==> config.mk <==
export PLATFORM = sky130hd
export DESIGN_NAME = dma_addr_bank
export DESIGN_NICKNAME = d
export VERILOG_FILES = /design/src/rtl/dma_addr_pkg.sv /design/src/rtl/dma_rst_sync.sv /design/src/rtl/dma_region_chk.sv /design/src/rtl/dma_addr_decode.sv /design/src/rtl/dma_addr_chan.sv /design/src/rtl/dma_addr_bank.sv
export SDC_FILE = /design/constraint.sdc
export NUM_CORES = 1
export LEC_CHECK = 0
export BUFFER_PORTS_ARGS = -buffer_cell sky130_fd_sc_hd__buf_2
export CAP_MARGIN = 5
export CORE_ASPECT_RATIO = 1.5
export CORE_MARGIN = 2
export CORE_UTILIZATION = 28
export CTS_BUF_LIST = sky130_fd_sc_hd__clkbuf_16
export CTS_CLUSTER_DIAMETER = 80
export DETAILED_ROUTE_END_ITERATION = 10
export GPL_ROUTABILITY_DRIVEN = 0
export GPL_TIMING_DRIVEN = 0
export PLACE_DENSITY = 0.53
export SLEW_MARGIN = 20
export SYNTH_ARGS = -nofsm -noshare
export SYNTH_HDL_FRONTEND = slang
export SYNTH_SLANG_ARGS = --single-unit
export TNS_END_PERCENT = 50
==> constraint.sdc <==
create_clock -name clk -period 13.9 [get_ports clk]
set_input_delay 3.475 -clock clk [delete_from_list [all_inputs] [get_ports clk]]
set_output_delay 3.475 -clock clk [all_outputs]
set_load 0.01 [all_outputs]
==> src/rtl/dma_addr_pkg.sv <==
package dma_addr_pkg;

  localparam int ADDR_W = 32;
  localparam int UP_LSB = 20;
  localparam int UP_W   = ADDR_W - UP_LSB;

  typedef enum logic [1:0] {
    SZ_BYTE = 2'd0,
    SZ_HALF = 2'd1,
    SZ_WORD = 2'd2,
    SZ_RSVD = 2'd3
  } xfer_sz_e;

  localparam logic [UP_W-1:0] RGN_LOW  = 12'h000;
  localparam logic [UP_W-1:0] RGN_ALIAS = 12'h1FF;
  localparam logic [UP_W-1:0] RGN_SRAM = 12'h200;
  localparam logic [UP_W-1:0] RGN_PERI = 12'h400;

  function automatic logic region_ok(input logic [UP_W-1:0] up);
    return (up == RGN_LOW) || (up == RGN_ALIAS) ||
           (up == RGN_SRAM) || (up == RGN_PERI);
  endfunction

  function automatic logic misaligned(input logic [1:0] lo, input logic [1:0] sz);
    logic r;
    case (sz)
      SZ_BYTE: r = 1'b0;
      SZ_HALF: r = lo[0];
      SZ_WORD: r = |lo;
      default: r = 1'b1;
    endcase
    return r;
  endfunction

endpackage

==> src/rtl/dma_rst_sync.sv <==
module dma_rst_sync (
  input  logic clk,
  input  logic rst_n,
  output logic rst_n_sync
);
  logic [1:0] stage_q;

  always_ff @(posedge clk or negedge rst_n) begin
    if (!rst_n) stage_q <= 2'b00;
    else        stage_q <= {stage_q[0], 1'b1};
  end

  assign rst_n_sync = stage_q[1];
endmodule

==> src/rtl/dma_region_chk.sv <==
module dma_region_chk
  import dma_addr_pkg::*;
(
  input  logic [UP_W-1:0] upper,
  output logic            bad
);
  assign bad = !region_ok(upper);
endmodule

==> src/rtl/dma_addr_decode.sv <==
module dma_addr_decode
  import dma_addr_pkg::*;
#(
  parameter int          NUM_CH = 4,
  parameter logic [31:0] BASE   = 32'h4000_8100,
  localparam int         CHW    = $clog2(NUM_CH),
  localparam int         OFF_W  = 4 + CHW
) (
  input  logic              bus_sel,
  input  logic              bus_wr,
  input  logic [31:0]       bus_addr,
  input  logic [1:0]        bus_size,
  output logic [NUM_CH-1:0] src_we,
  output logic [NUM_CH-1:0] dst_we,
  output logic [3:0]        byte_en,
  output logic              rd_valid,
  output logic              rd_dst,
  output logic [CHW-1:0]    rd_ch,
  output logic              bus_err
);
  logic           blk_hit, reg_hit, size_bad, dst_narrow, wr_ok;
  logic [1:0]     lane, reg_sel;
  logic [CHW-1:0] ch;

  assign blk_hit    = bus_addr[31:OFF_W] == BASE[31:OFF_W];
  assign ch         = bus_addr[OFF_W-1:4];
  assign reg_sel    = bus_addr[3:2];
  assign lane       = bus_addr[1:0];
  assign reg_hit    = blk_hit && !reg_sel[1];
  assign size_bad   = (bus_size == SZ_RSVD) ||
                      (bus_size == SZ_HALF && lane[0]) ||
                      (bus_size == SZ_WORD && lane != 2'd0);
  assign dst_narrow = bus_wr && reg_sel[0] && (bus_size != SZ_WORD);
  assign bus_err    = bus_sel && (!reg_hit || size_bad || dst_narrow);
  assign wr_ok      = bus_sel && bus_wr && !bus_err;
  assign rd_valid   = bus_sel && !bus_wr && !bus_err;
  assign rd_dst     = reg_sel[0];
  assign rd_ch      = ch;

  always_comb begin
    case (bus_size)
      SZ_BYTE: byte_en = 4'b0001 << lane;
      SZ_HALF: byte_en = lane[1] ? 4'b1100 : 4'b0011;
      default: byte_en = 4'b1111;
    endcase
  end

  for (genvar i = 0; i < NUM_CH; i++) begin : g_we
    assign src_we[i] = wr_ok && !reg_sel[0] && (ch == CHW'(i));
    assign dst_we[i] = wr_ok &&  reg_sel[0] && (ch == CHW'(i));
  end
endmodule

==> src/rtl/dma_addr_chan.sv <==
module dma_addr_chan
  import dma_addr_pkg::*;
(
  input  logic              clk,
  input  logic              rst_n,
  input  logic              src_we,
  input  logic              dst_we,
  input  logic [3:0]        byte_en,
  input  logic [ADDR_W-1:0] wdata,
  input  logic              start,
  input  logic              err_clr,
  input  logic [1:0]        src_sz,
  input  logic [1:0]        dst_sz,
  output logic [ADDR_W-1:0] src_q,
  output logic [ADDR_W-1:0] dst_q,
  output logic              src_bad,
  output logic              dst_bad,
  output logic              misalign,
  output logic              cfg_err
);
  logic [ADDR_W-1:0] src_d;
  logic              cfg_d, fault;

  for (genvar k = 0; k < 4; k++) begin : g_lane
    assign src_d[8*k +: 8] = byte_en[k] ? wdata[8*k +: 8] : src_q[8*k +: 8];
  end

  dma_region_chk u_src_rgn (.upper(src_q[ADDR_W-1:UP_LSB]), .bad(src_bad));
  dma_region_chk u_dst_rgn (.upper(dst_q[ADDR_W-1:UP_LSB]), .bad(dst_bad));

  assign misalign = misaligned(src_q[1:0], src_sz) || misaligned(dst_q[1:0], dst_sz);
  assign fault    = src_bad || dst_bad || misalign;

  always_comb begin
    cfg_d = err_clr ? 1'b0 : cfg_err;
    if (start && fault) cfg_d = 1'b1;
  end

  always_ff @(posedge clk or negedge rst_n) begin
    if (!rst_n)      src_q <= '0;
    else if (src_we) src_q <= src_d;
  end

  always_ff @(posedge clk or negedge rst_n) begin
    if (!rst_n)      dst_q <= '0;
    else if (dst_we) dst_q <= wdata;
  end

  always_ff @(posedge clk or negedge rst_n) begin
    if (!rst_n)                  cfg_err <= 1'b0;
    else if (start || err_clr)   cfg_err <= cfg_d;
  end
endmodule

==> src/rtl/dma_addr_bank.sv <==
module dma_addr_bank
  import dma_addr_pkg::*;
#(
  parameter int          NUM_CH = 4,
  parameter logic [31:0] BASE   = 32'h4000_8100,
  localparam int         CHW    = $clog2(NUM_CH)
) (
  input  logic                     clk,
  input  logic                     rst_n,
  input  logic                     bus_sel,
  input  logic                     bus_wr,
  input  logic [31:0]              bus_addr,
  input  logic [1:0]               bus_size,
  input  logic [31:0]              bus_wdata,
  output logic [31:0]              bus_rdata,
  output logic                     bus_err,
  input  logic [NUM_CH-1:0]        ch_start,
  input  logic [NUM_CH-1:0]        ch_err_clr,
  input  logic [2*NUM_CH-1:0]      ch_src_size,
  input  logic [2*NUM_CH-1:0]      ch_dst_size,
  output logic [ADDR_W*NUM_CH-1:0] ch_src_addr,
  output logic [ADDR_W*NUM_CH-1:0] ch_dst_addr,
  output logic [NUM_CH-1:0]        ch_misalign,
  output logic [NUM_CH-1:0]        ch_cfg_err
);
  logic              rst_n_i;
  logic [NUM_CH-1:0] src_we, dst_we, src_bad, dst_bad;
  logic [3:0]        byte_en;
  logic              rd_valid, rd_dst;
  logic [CHW-1:0]    rd_ch;
  logic [ADDR_W-1:0] src_q [NUM_CH];
  logic [ADDR_W-1:0] dst_q [NUM_CH];
  logic [ADDR_W-1:0] rd_word;
  logic              rd_bad;

  dma_rst_sync u_rst (.clk(clk), .rst_n(rst_n), .rst_n_sync(rst_n_i));

  dma_addr_decode #(.NUM_CH(NUM_CH), .BASE(BASE)) u_dec (
    .bus_sel(bus_sel), .bus_wr(bus_wr), .bus_addr(bus_addr), .bus_size(bus_size),
    .src_we(src_we), .dst_we(dst_we), .byte_en(byte_en),
    .rd_valid(rd_valid), .rd_dst(rd_dst), .rd_ch(rd_ch), .bus_err(bus_err)
  );

  for (genvar i = 0; i < NUM_CH; i++) begin : g_ch
    dma_addr_chan u_chan (
      .clk(clk), .rst_n(rst_n_i),
      .src_we(src_we[i]), .dst_we(dst_we[i]), .byte_en(byte_en), .wdata(bus_wdata),
      .start(ch_start[i]), .err_clr(ch_err_clr[i]),
      .src_sz(ch_src_size[2*i +: 2]), .dst_sz(ch_dst_size[2*i +: 2]),
      .src_q(src_q[i]), .dst_q(dst_q[i]),
      .src_bad(src_bad[i]), .dst_bad(dst_bad[i]),
      .misalign(ch_misalign[i]), .cfg_err(ch_cfg_err[i])
    );
    assign ch_src_addr[ADDR_W*i +: ADDR_W] = src_q[i];
    assign ch_dst_addr[ADDR_W*i +: ADDR_W] = dst_q[i];
  end

  always_comb begin
    rd_word = rd_dst ? dst_q[rd_ch] : src_q[rd_ch];
    rd_bad  = rd_dst ? dst_bad[rd_ch] : src_bad[rd_ch];
    if (!rd_valid)
      bus_rdata = '0;
    else
      bus_rdata = {rd_bad ? {UP_W{1'b0}} : rd_word[ADDR_W-1:UP_LSB], rd_word[UP_LSB-1:0]};
  end
endmodule

==> qor.yml, run 1 <==
die_h_um: 265.5
first_pass_iters: 5
ys_seq_area_frac: 0.5135
ant_nets: 0
power.density_nw_per_um2: 98.17
p_leak_nw: 8.813
drc: 0
startpoint: "bus_addr[20]"
crit_type: "input pin to primary output"
cp_top_family: "simple AND/OR/NAND/NOR gates"
coreArea_um2: 44930
cts_buffers: 29
r2r_start: "g_ch[1].u_chan.src_q[23]"
syn_area_per_cell_um2: 14.66
place_hpwl_mm: 36.46
start_kind: "input pin"
grt_setup_unrepaired: "false"
worst_ep_required_time_ns: 10.43
first_global_vias: 9973
critPathCaptureType: "primary output"
rrSetupSlack_ns: 11.03
cpMostUsedCell: "buf_2"
crit_path_cell_trace: "buf_2 -> nor4_1 -> nand4_1 -> nor3_2 -> buf_6 -> nand3b_1 -> clkbuf_1 -> nor2_1 -> buf_2"
placementRows: 95
synth_edf_count: 0
finalSetupViolCount: 0
status: "finished, final reports clean"
tightest_slew_ns: 1.052
clock_sinks: 262
cts_hold_buf: 0
initial_utilization: 0.2842
slew_headroom: 0.2989
syn_to_final_growth_pct: 29.12
synth_ff_type: "dfrtp_1"
port-buffer-count: 387
cpPeakStageDelay_ns: 0.45
root_buffer: "clkbuf_16"
peakVddDrop_v: 0.00008457
postCtsSetupBuffers: 0
cts_resized: 0
ys_warn_count: 0
crit_cells: 9
async_flop_share: 1.000
grt.overflow.total: 0
fin_crit_sh: 0.6731
clock_latency_ns: 0.57
antenna_found_initial: 2
h-tree-depth: 1
skew_ns: 0.02573
critical_path_peak_fanout: 10
slowest_stage: "clkbuf_1"
max_cap_violations: 0
ys_ff_latch: 262
slew_violations: 0
grt_usage: 0.1996
setup_slack_ns: 4.544
routedWlPerCell_um: 25.34
fmax_mhz: 106.9
drt_wl_total_mm: 48.06
dieArea_um2: 47360
drt_iter0_drc: 385
critPathArrivalTime_ns: 5.88
pre_cts_ws_ns: 4.444
clock_path_buffers: 3
cp_num_buf_inv: 4
fin_nets: 1388
timing_hold_violations_final: 0
io_pins: 391
syn_area_um2: 12770
r2r_end: "g_ch[1].u_chan.cfg_err"
vias_per_cell: 5.103
fp.dieW_um: 178.4
grt_pass1_wl_mm: 69.19
clkTransAtPathRegs_ns: 0.06
mappedNetlistNets: 965
grt_max_degree: 56
cts_tree: "done"
hp-class: "flop to async pin"
final.min_clock_period_ns: 9.356
r2r_cells: 5
synthDistinctLibCells: 41
fin_total_pwr_mw: 1.618
setup_tns_ns: 0
vias: 9681
drive_gt1_frac: 0.6207
synth_cells: 871
## how the worst max path moves through the flow
stage	endpoint	slack (ns)
6_report	bus_rdata[8]	4.54
5_1_grt	bus_rdata[6]	4.34
3_3_place_gp	g_ch[1].u_chan.src_q[27]	2.67
3_5_place_dp	bus_rdata[19]	4.44
2_1_floorplan	bus_rdata[21]	5.44
4_1_cts	bus_rdata[19]	4.44
## cell families after synthesis
group	synth area share
other	0.0005882
buffers and inverters	0.02528
DFF	0.5135
AOI/OAI and AO/OA	0.02764
and+or+nand+nor	0.07350
muxes	0.3595
## flip-flops by register name, indices dropped and copies added (netlist names)
name / count
g_ch.u_chan.cfg_err: 4
u_rst.stage_q: 2
g_ch.u_chan.dst_q: 128
g_ch.u_chan.src_q: 128
## layer usage
metal / wire length [um] / GRT usage
met5: 13 / 0
met4: 2000 / 0.08152
met2: 25140 / 0.3603
met1: 17810 / 0.2262
met3: 3105 / 0.04145
## power by group
part           internal (mW)  switching (mW)
combinational         0.0337          0.0631
sequential             0.764         0.00120
clock                  0.432           0.324
## cell usage after synthesis (2+ instances only)
cell type	count	area (um2)
buf_2	18	90.09
mux2_2	256	2883
o21a_1	12	90.09
nor2b_1	4	25.02
o21bai_1	4	30.03
o41ai_1	3	26.28
buf_4	9	67.56
nand3_1	4	20.02
clkbuf_1	9	33.78
nor2_1	33	123.9
nor3_1	8	40.04
o22ai_1	10	62.56
nand2_1	8	30.03
buf_6	6	67.56
nor4b_1	3	26.28
buf_1	5	18.77
or3_1	5	31.28
nand3b_1	3	22.52
nor3_2	11	110.1
mux2i_1	31	310.3
nor4_1	19	118.9
inv_1	12	45.04
dfrtp_1	262	6556
mux4_2	62	1396
nand3_2	15	150.1
nand4_1	18	112.6
nand2b_1	5	31.28
o211ai_1	3	22.52
or4_1	5	37.54
a31oi_1	4	25.02
conb_1	2	7.510
o21ai_0	13	65.06
## layout by cell type, fill, tap and decap left out, types with 5 or more instances in the layout
master and n:
mux2i_1 31, dfrtp_1 261, inv_1 15, clkinv_1 5, buf_2 405, o22ai_1 10, nand4_1 18, o21a_1 12
clkinv_2 7, or4_1 5, clkbuf_1 9, mux4_2 62, buf_6 6, o21ai_0 13, nand2b_1 5, nand2_1 8
mux2_2 256, nor4_1 19, buf_4 9, or3_1 5, nor2_1 33, nand3_2 15, nor3_1 8, buf_16 5
clkbuf_16 29, nor3_2 11
## area by class of cell
class                   instances  area (um2)
diodes                          2       5.005
plain buffers                  47       279.0
clock buffers                  29       725.7
clock inverters                21       178.9
fillers                      4516       28450
inverters                      12       45.04
multi-input cells             550        5888
flip-flops and latches        262        6560
well taps                     582       728.2
repair buffers                392        2074
## stage by stage
step / util / instances / cell area (um2) / hold WS, ns
after CTS: 0.3668 / 1895 / 16480 / 0.1392
after detailed placement: 0.3466 / 1845 / 15570 / 0.1308
after global placement: 0.3435 / 1840 / 15430 / 0.3370
after floorplan: - / 871 / 12770 / 0.3312
after global routing: 0.3668 / 1896 / 16480 / 0.1396
final: 0.3669 / 1897 / 16480 / 0.1346
Power figures use the tool's default switching activity.
==> run 2, diff against run 1 <==
- ABC_AREA: default -> 1
- PLACE_DENSITY: 0.53 -> 0.55
- clock period: 13.9 -> 8.6 ns (I/O delays scaled with it)
==> qor.yml, run 2 <==
status: "finished, final reports clean"  # unchanged
synthDistinctLibCells: 37  # was 41
grt_setup_unrepaired: "false"  # unchanged
slew_headroom: 0.3846  # was 0.2989
regArea_um2: 6560  # unchanged
root_buffer: "clkbuf_16"  # unchanged
grt_usage: 0.2378  # was 0.1996
worst_ep_required_time_ns: 6.45  # was 10.43 ns
vias: 12522  # was 9681
placementRows: 94  # was 95
cts_buffers: 27  # was 29
power.density_nw_per_um2: 161.0  # was 98.17 nW/um2
multi_input_area_um2: 5059  # was 5888 um2
yosys.area.top_type_share: 0.5254  # was 0.5135
yosys-top-cells-area: "dfrtp_1 (53%), nand2_1 (11%), o21ai_1 (10%), o22ai_1 (4.8%), o21ai_0 (3.3%)"  # was dfrtp_1 (51%), mux2_2 (23%), mux4_2 (11%), mux2i_1 (2.4%), nand3_2 (1.2%)
postCtsSetupBuffers: 0  # unchanged
crit_type: "input pin to primary output"  # unchanged
drt_wl_total_mm: 56.12  # was 48.06 mm
setup_slack_ns: 1.857  # was 4.544 ns
fin_total_pwr_mw: 2.590  # was 1.618 mW
syn_area_um2: 12480  # was 12770 um2
hp-class: "flop to flop"  # was flop to async pin
drive_gt1_frac: 0.2785  # was 0.6207
final_cell_mix: "buf_2 (418), nand2_1 (368), dfrtp_1 (261)"  # was buf_2 (405), dfrtp_1 (261), mux2_2 (256)
first_pass_iters: 5  # unchanged
slew_violations: 0  # unchanged
place_hpwl_mm: 43.26  # was 36.46 mm
antenna_found_initial: 3  # was 2
synth_edf_count: 0  # unchanged
power.internal_mw: 1.923  # was 1.230 mW
cts_hold_buf: 0  # unchanged
utilization: 0.3658  # was 0.3669
async_flop_share: 1.000  # unchanged
synth_ff_type: "dfrtp_1"  # unchanged
fp.dieW_um: 176.4  # was 178.4 um
critPathArrivalTime_ns: 4.59  # was 5.88 ns
clock_sinks: 262  # unchanged
first_global_vias: 12651  # was 9973
ys_seq_area_frac: 0.5254  # was 0.5135
cpPeakStageDelay_ns: 0.73  # was 0.45 ns
coreArea_um2: 43990  # was 44930 um2
final_common_cell: "buf_2"  # unchanged
timing_hold_violations_final: 0  # unchanged
cts_tree: "done"  # unchanged
clock_latency_ns: 0.57  # about the same
seqPwrFrac: 0.479  # was 0.473
grt_pass1_wl_mm: 82.34  # was 69.19 mm
p_clk_frac: 0.441  # was 0.467
reg_top3: "g_ch.u_chan.dst_q: 128 flops, g_ch.u_chan.src_q: 128 flops, g_ch.u_chan.cfg_err: 4 flops"  # unchanged
fin_nets: 1972  # was 1388
clkTransAtPathRegs_ns: 0.06  # about the same
io_pins: 391  # unchanged
p_leak_nw: 8.297  # was 8.813 nW
vias_per_cell: 5.061  # was 5.103
crit_path_cell_trace: "buf_2 -> nand2_1 -> clkbuf_1 -> clkbuf_1 -> o22ai_1 -> o21ai_0 -> nand3_1 -> nor2_1 -> buf_2"  # was buf_2 -> nor4_1 -> nand4_1 -> nor3_2 -> buf_6 -> nand3b_1 -> clkbuf_1 -> nor2_1 -> buf_2
slowest_stage: "clkbuf_1"  # unchanged
ys_warn_count: 0  # unchanged
fillCellCount: 4698  # was 4516
peakVddDrop_v: 0.0001163  # was 0.00008457 V
cts_resized: 0  # unchanged
routedWlPerCell_um: 22.68  # was 25.34 um
tightest_slew_ns: 0.9231  # was 1.052 ns
die_h_um: 262.6  # was 265.5 um
ant_nets: 0  # unchanged
drt_iter0_drc: 937  # was 385
synth_top_cell_by_area: "dfrtp_1"  # unchanged
skew_ns: 0.02289  # was 0.02573 ns
mappedNetlistNets: 1550  # was 965
ys_ff_latch: 262  # unchanged
synth_cells: 1456  # was 871
drc: 0  # unchanged
syn_area_per_cell_um2: 8.570  # was 14.66 um2
final.min_clock_period_ns: 6.743
critical_path_peak_fanout: 10  # unchanged
pre_cts_ws_ns: 1.827  # was 4.444 ns
p_switching_mw: 0.6669  # was 0.3883 mW
fmax_mhz: 148.3
synth_most_common_cell: "nand2_1"  # was dfrtp_1
max_cap_violations: 0  # unchanged
finalSetupViolCount: 0  # unchanged
clock_path_buffers: 3  # unchanged
h-tree-depth: 1  # unchanged
critPathCaptureType: "primary output"  # unchanged
p_sw_frac: 0.2575  # was 0.2399
initial_utilization: 0.2837  # was 0.2842
fin_crit_sh: 0.7841
pwr-share-comb: 0.080  # was 0.060
start_kind: "input pin"  # unchanged
ys_top_cells_by_count: "nand2_1 (368), dfrtp_1 (262), o21ai_1 (257), nor2_1 (102), o22ai_1 (95)"  # was dfrtp_1 (262), mux2_2 (256), mux4_2 (62), nor2_1 (33), mux2i_1 (31)
grt_max_degree: 58  # was 56
grt.overflow.total: 0  # unchanged
dieArea_um2: 46300  # was 47360 um2
syn_to_final_growth_pct: 28.95  # was 29.12%
port-buffer-count: 389  # was 387
[run 2: area by class of cell]
class                      instances  area share
sequential                       262      0.4077
multi-input combinational       1020      0.3144
timing repair buffer             393      0.1278
tap                              576     0.04479
clock buffer                      27     0.04199
buffer                            90     0.03406
inverter                          84     0.01960
clock inverter                    20    0.009331
antenna                            2   0.0003110
[run 2: logic make-up (layout without fill, tap and decap cells)]
kind of cell | after synthesis | after routing | share of synthesized area
other | 2 | 4 | 0.0006018
AND/OR/NAND/NOR | 540 | 540 | 0.1967
buffers and inverters | 174 | 614 | 0.06919
AO/OA/AOI/OAI | 478 | 478 | 0.2081
flip-flops | 262 | 262 | 0.5254
[run 2: metrics by stage]
step / hold slack [ns] / setup TNS, ns / cells / instance area (um2)
6_report: 0.3540 / 0 / 2474 / 16090
5_1_grt: 0.3832 / 0 / 2474 / 16090
4_1_cts: 0.3623 / 0 / 2472 / 16090
3_5_place_dp: 0.3471 / 0 / 2425 / 15260
3_3_place_gp: 0.3373 / -590.77 / 2421 / 15150
2_1_floorplan: 0.3312 / 0 / 1456 / 12480
[run 2: worst paths after layout]
path,from,to,slack [ns],cells past startpoint
max,bus_addr[5],bus_rdata[27],1.86,9
min reg2reg,u_rst.stage_q[0],u_rst.stage_q[1],0.35,0
max reg2reg,g_ch[0].u_chan.src_q[25],g_ch[0].u_chan.cfg_err,6.84,6
min in group asynchronous,u_rst.stage_q[1],g_ch[2].u_chan.src_q[14],0.39,0
min,u_rst.stage_q[0],u_rst.stage_q[1],0.35,0
max in group asynchronous,rst_n,u_rst.stage_q[1],7.13,1
[run 2: critical path, delay by kind of cell]
family                 cells  cell delay (ns)
AO/OA/AOI/OAI              2             0.55
buffers and inverters      4             1.52
AND/OR/NAND/NOR            3             0.36
[run 2: power by group through the flow]
stage	clock network [mW]	logic (mW)	registers [mW]
floorplan	0	0.0964	1.28
global placement	0	0.179	1.28
detailed placement	0	0.208	1.26
CTS	1.17	0.209	1.24
global route	1.21	0.227	1.24
finish	1.14	0.207	1.24
[run 2: per-layer routing]
metal	part of all wire	vias to the layer above	GRT usage
met4	0.054	2	0.1199
met1	0.38	6092	0.2774
met3	0.057	110	0.02980
met2	0.51	504	0.4240
li1	-	5814	-
met5	0.00020	-	0
==> run 3, diff against run 2 <==
- clock period: 8.6 -> 5.7 ns (I/O delays scaled with it)
==> qor.yml, run 3 (synthesized netlist as in run 2, its figures left out) <==
status: "finished, final reports clean"  # unchanged
p_leak_nw: 8.319  # was 8.297 nW
utilization: 0.3674  # was 0.3658
clock_sinks: 262  # unchanged
drt_wl_total_mm: 56.16  # was 56.12 mm
max_cap_violations: 0  # unchanged
vias: 12680  # was 12522
grt.overflow.total: 0  # unchanged
crit_path_cell_trace: "buf_2 -> nand2_1 -> clkbuf_1 -> clkbuf_1 -> o22ai_1 -> o21ai_0 -> nand3_1 -> nor2_1 -> buf_2"  # unchanged
tightest_slew_ns: 0.9597  # was 0.9231 ns
io_pins: 391  # unchanged
initial_utilization: 0.2837  # unchanged
drc: 0  # unchanged
cts_tree: "done"  # unchanged
reg_top3: "g_ch.u_chan.dst_q: 128 flops, g_ch.u_chan.src_q: 128 flops, g_ch.u_chan.cfg_err: 4 flops"  # unchanged
h-tree-depth: 1  # unchanged
routedWlPerCell_um: 22.69  # was 22.68 um
power.density_nw_per_um2: 247.6  # was 161.0 nW/um2
timing_hold_violations_final: 0  # unchanged
cts_hold_buf: 0  # unchanged
postCtsSetupBuffers: 0  # unchanged
fp.dieW_um: 176.4  # unchanged
final.min_clock_period_ns: 5.334
grt_pass1_wl_mm: 81.96  # was 82.34 mm
drive_gt1_frac: 0.2803  # was 0.2785
grt_usage: 0.2373  # was 0.2378
first_global_vias: 12622  # was 12651
vias_per_cell: 5.123  # was 5.061
slew_violations: 0  # unchanged
grt_setup_unrepaired: "false"  # unchanged
dieArea_um2: 46300  # unchanged
fin_crit_sh: 0.9358
clock_path_buffers: 3  # unchanged
placementRows: 94  # unchanged
ant_nets: 0  # unchanged
cp_top_family: "buffers and inverters"  # unchanged
place_hpwl_mm: 43.35  # was 43.26 mm
clock_latency_ns: 0.57  # about the same
fillCellCount: 4741  # was 4698
skew_ns: 0.01825  # was 0.02289 ns
grt_max_degree: 59  # was 58
critPathArrivalTime_ns: 3.91  # was 4.59 ns
finalSetupViolCount: 0  # unchanged
drt_iter0_drc: 930  # was 937
start_kind: "input pin"  # unchanged
critical_path_peak_fanout: 10  # unchanged
final_common_cell: "buf_2"  # unchanged
fin_nets: 1973  # was 1972
port-buffer-count: 389  # unchanged
crit_type: "input pin to primary output"  # unchanged
first_pass_iters: 5  # unchanged
antenna_found_initial: 2  # was 3
die_h_um: 262.6  # unchanged
root_buffer: "clkbuf_16"  # unchanged
cts_resized: 0  # unchanged
cpPeakStageDelay_ns: 0.74  # was 0.73 ns
cp_num_buf_inv: 4  # unchanged
syn_to_final_growth_pct: 29.50  # was 28.95%
cts_buffers: 28  # was 27
dp_cells: 2425  # unchanged
final_cell_mix: "buf_2 (418), nand2_1 (368), dfrtp_1 (261)"  # unchanged
worst_ep_required_time_ns: 4.28  # was 6.45 ns
fin_total_pwr_mw: 4.001  # was 2.590 mW
peakVddDrop_v: 0.0001852  # was 0.0001163 V
layout.cells.non_filler: 2475  # was 2474
clkTransAtPathRegs_ns: 0.06  # about the same
coreArea_um2: 43990  # unchanged
slew_headroom: 0.3602  # was 0.3846
fmax_mhz: 187.5
slowest_stage: "clkbuf_1"  # unchanged
critPathCaptureType: "primary output"  # unchanged
hp-class: "flop to flop"  # unchanged
## run 3: worst paths after layout
path	from	to	slack, ns	cells after the start
setup / recovery	bus_addr[5]	bus_rdata[27]	0.37	9
hold / removal	u_rst.stage_q[0]	u_rst.stage_q[1]	0.35	0
hold reg to reg	u_rst.stage_q[0]	u_rst.stage_q[1]	0.35	0
setup reg to reg	g_ch[0].u_chan.src_q[24]	g_ch[0].u_chan.cfg_err	4.00	6
max in group asynchronous	u_rst.stage_q[1]	g_ch[0].u_chan.cfg_err	4.25	2
min in group asynchronous	u_rst.stage_q[1]	g_ch[3].u_chan.src_q[15]	0.39	0
## run 3: where the power goes
part	leakage, nW	internal (mW)	switching [mW]
logic	4.22	0.0904	0.219
registers	3.65	1.86	0.00908
clock network	0.446	1.03	0.790
## run 3: layer usage
layer / share of wire / GRT usage
met3: 0.057 / 0.02619
met5: 0.00021 / 0
met4: 0.060 / 0.1282
met2: 0.50 / 0.4161
met1: 0.38 / 0.2817
## run 3: cell type report
type,instances,area [um2],share of cell area
Antenna cell,1,2.502,0.0001549
Buffer,90,548.0,0.03391
Clock buffer,28,700.7,0.04336
Clock inverter,21,196.4,0.01216
Inverter,84,315.3,0.01951
Multi-Input combinational cell,1020,5059,0.3130
Sequential cell,262,6560,0.4060
Tap cell,576,720.7,0.04460
Timing Repair Buffer,393,2057,0.1273
## run 3: stage by stage
step	hold WS, ns	worst slack, ns	setup TNS [ns]	cell area (um2)
5_1_grt	0.3769	0.3323	0	16160
3_3_place_gp	0.3359	-0.2539	-57.66	15150
2_1_floorplan	0.3311	1.403	0	12480
4_1_cts	0.3538	0.4101	0	16160
6_report	0.3488	0.3659	0	16160
3_5_place_dp	0.3403	0.4146	0	15260
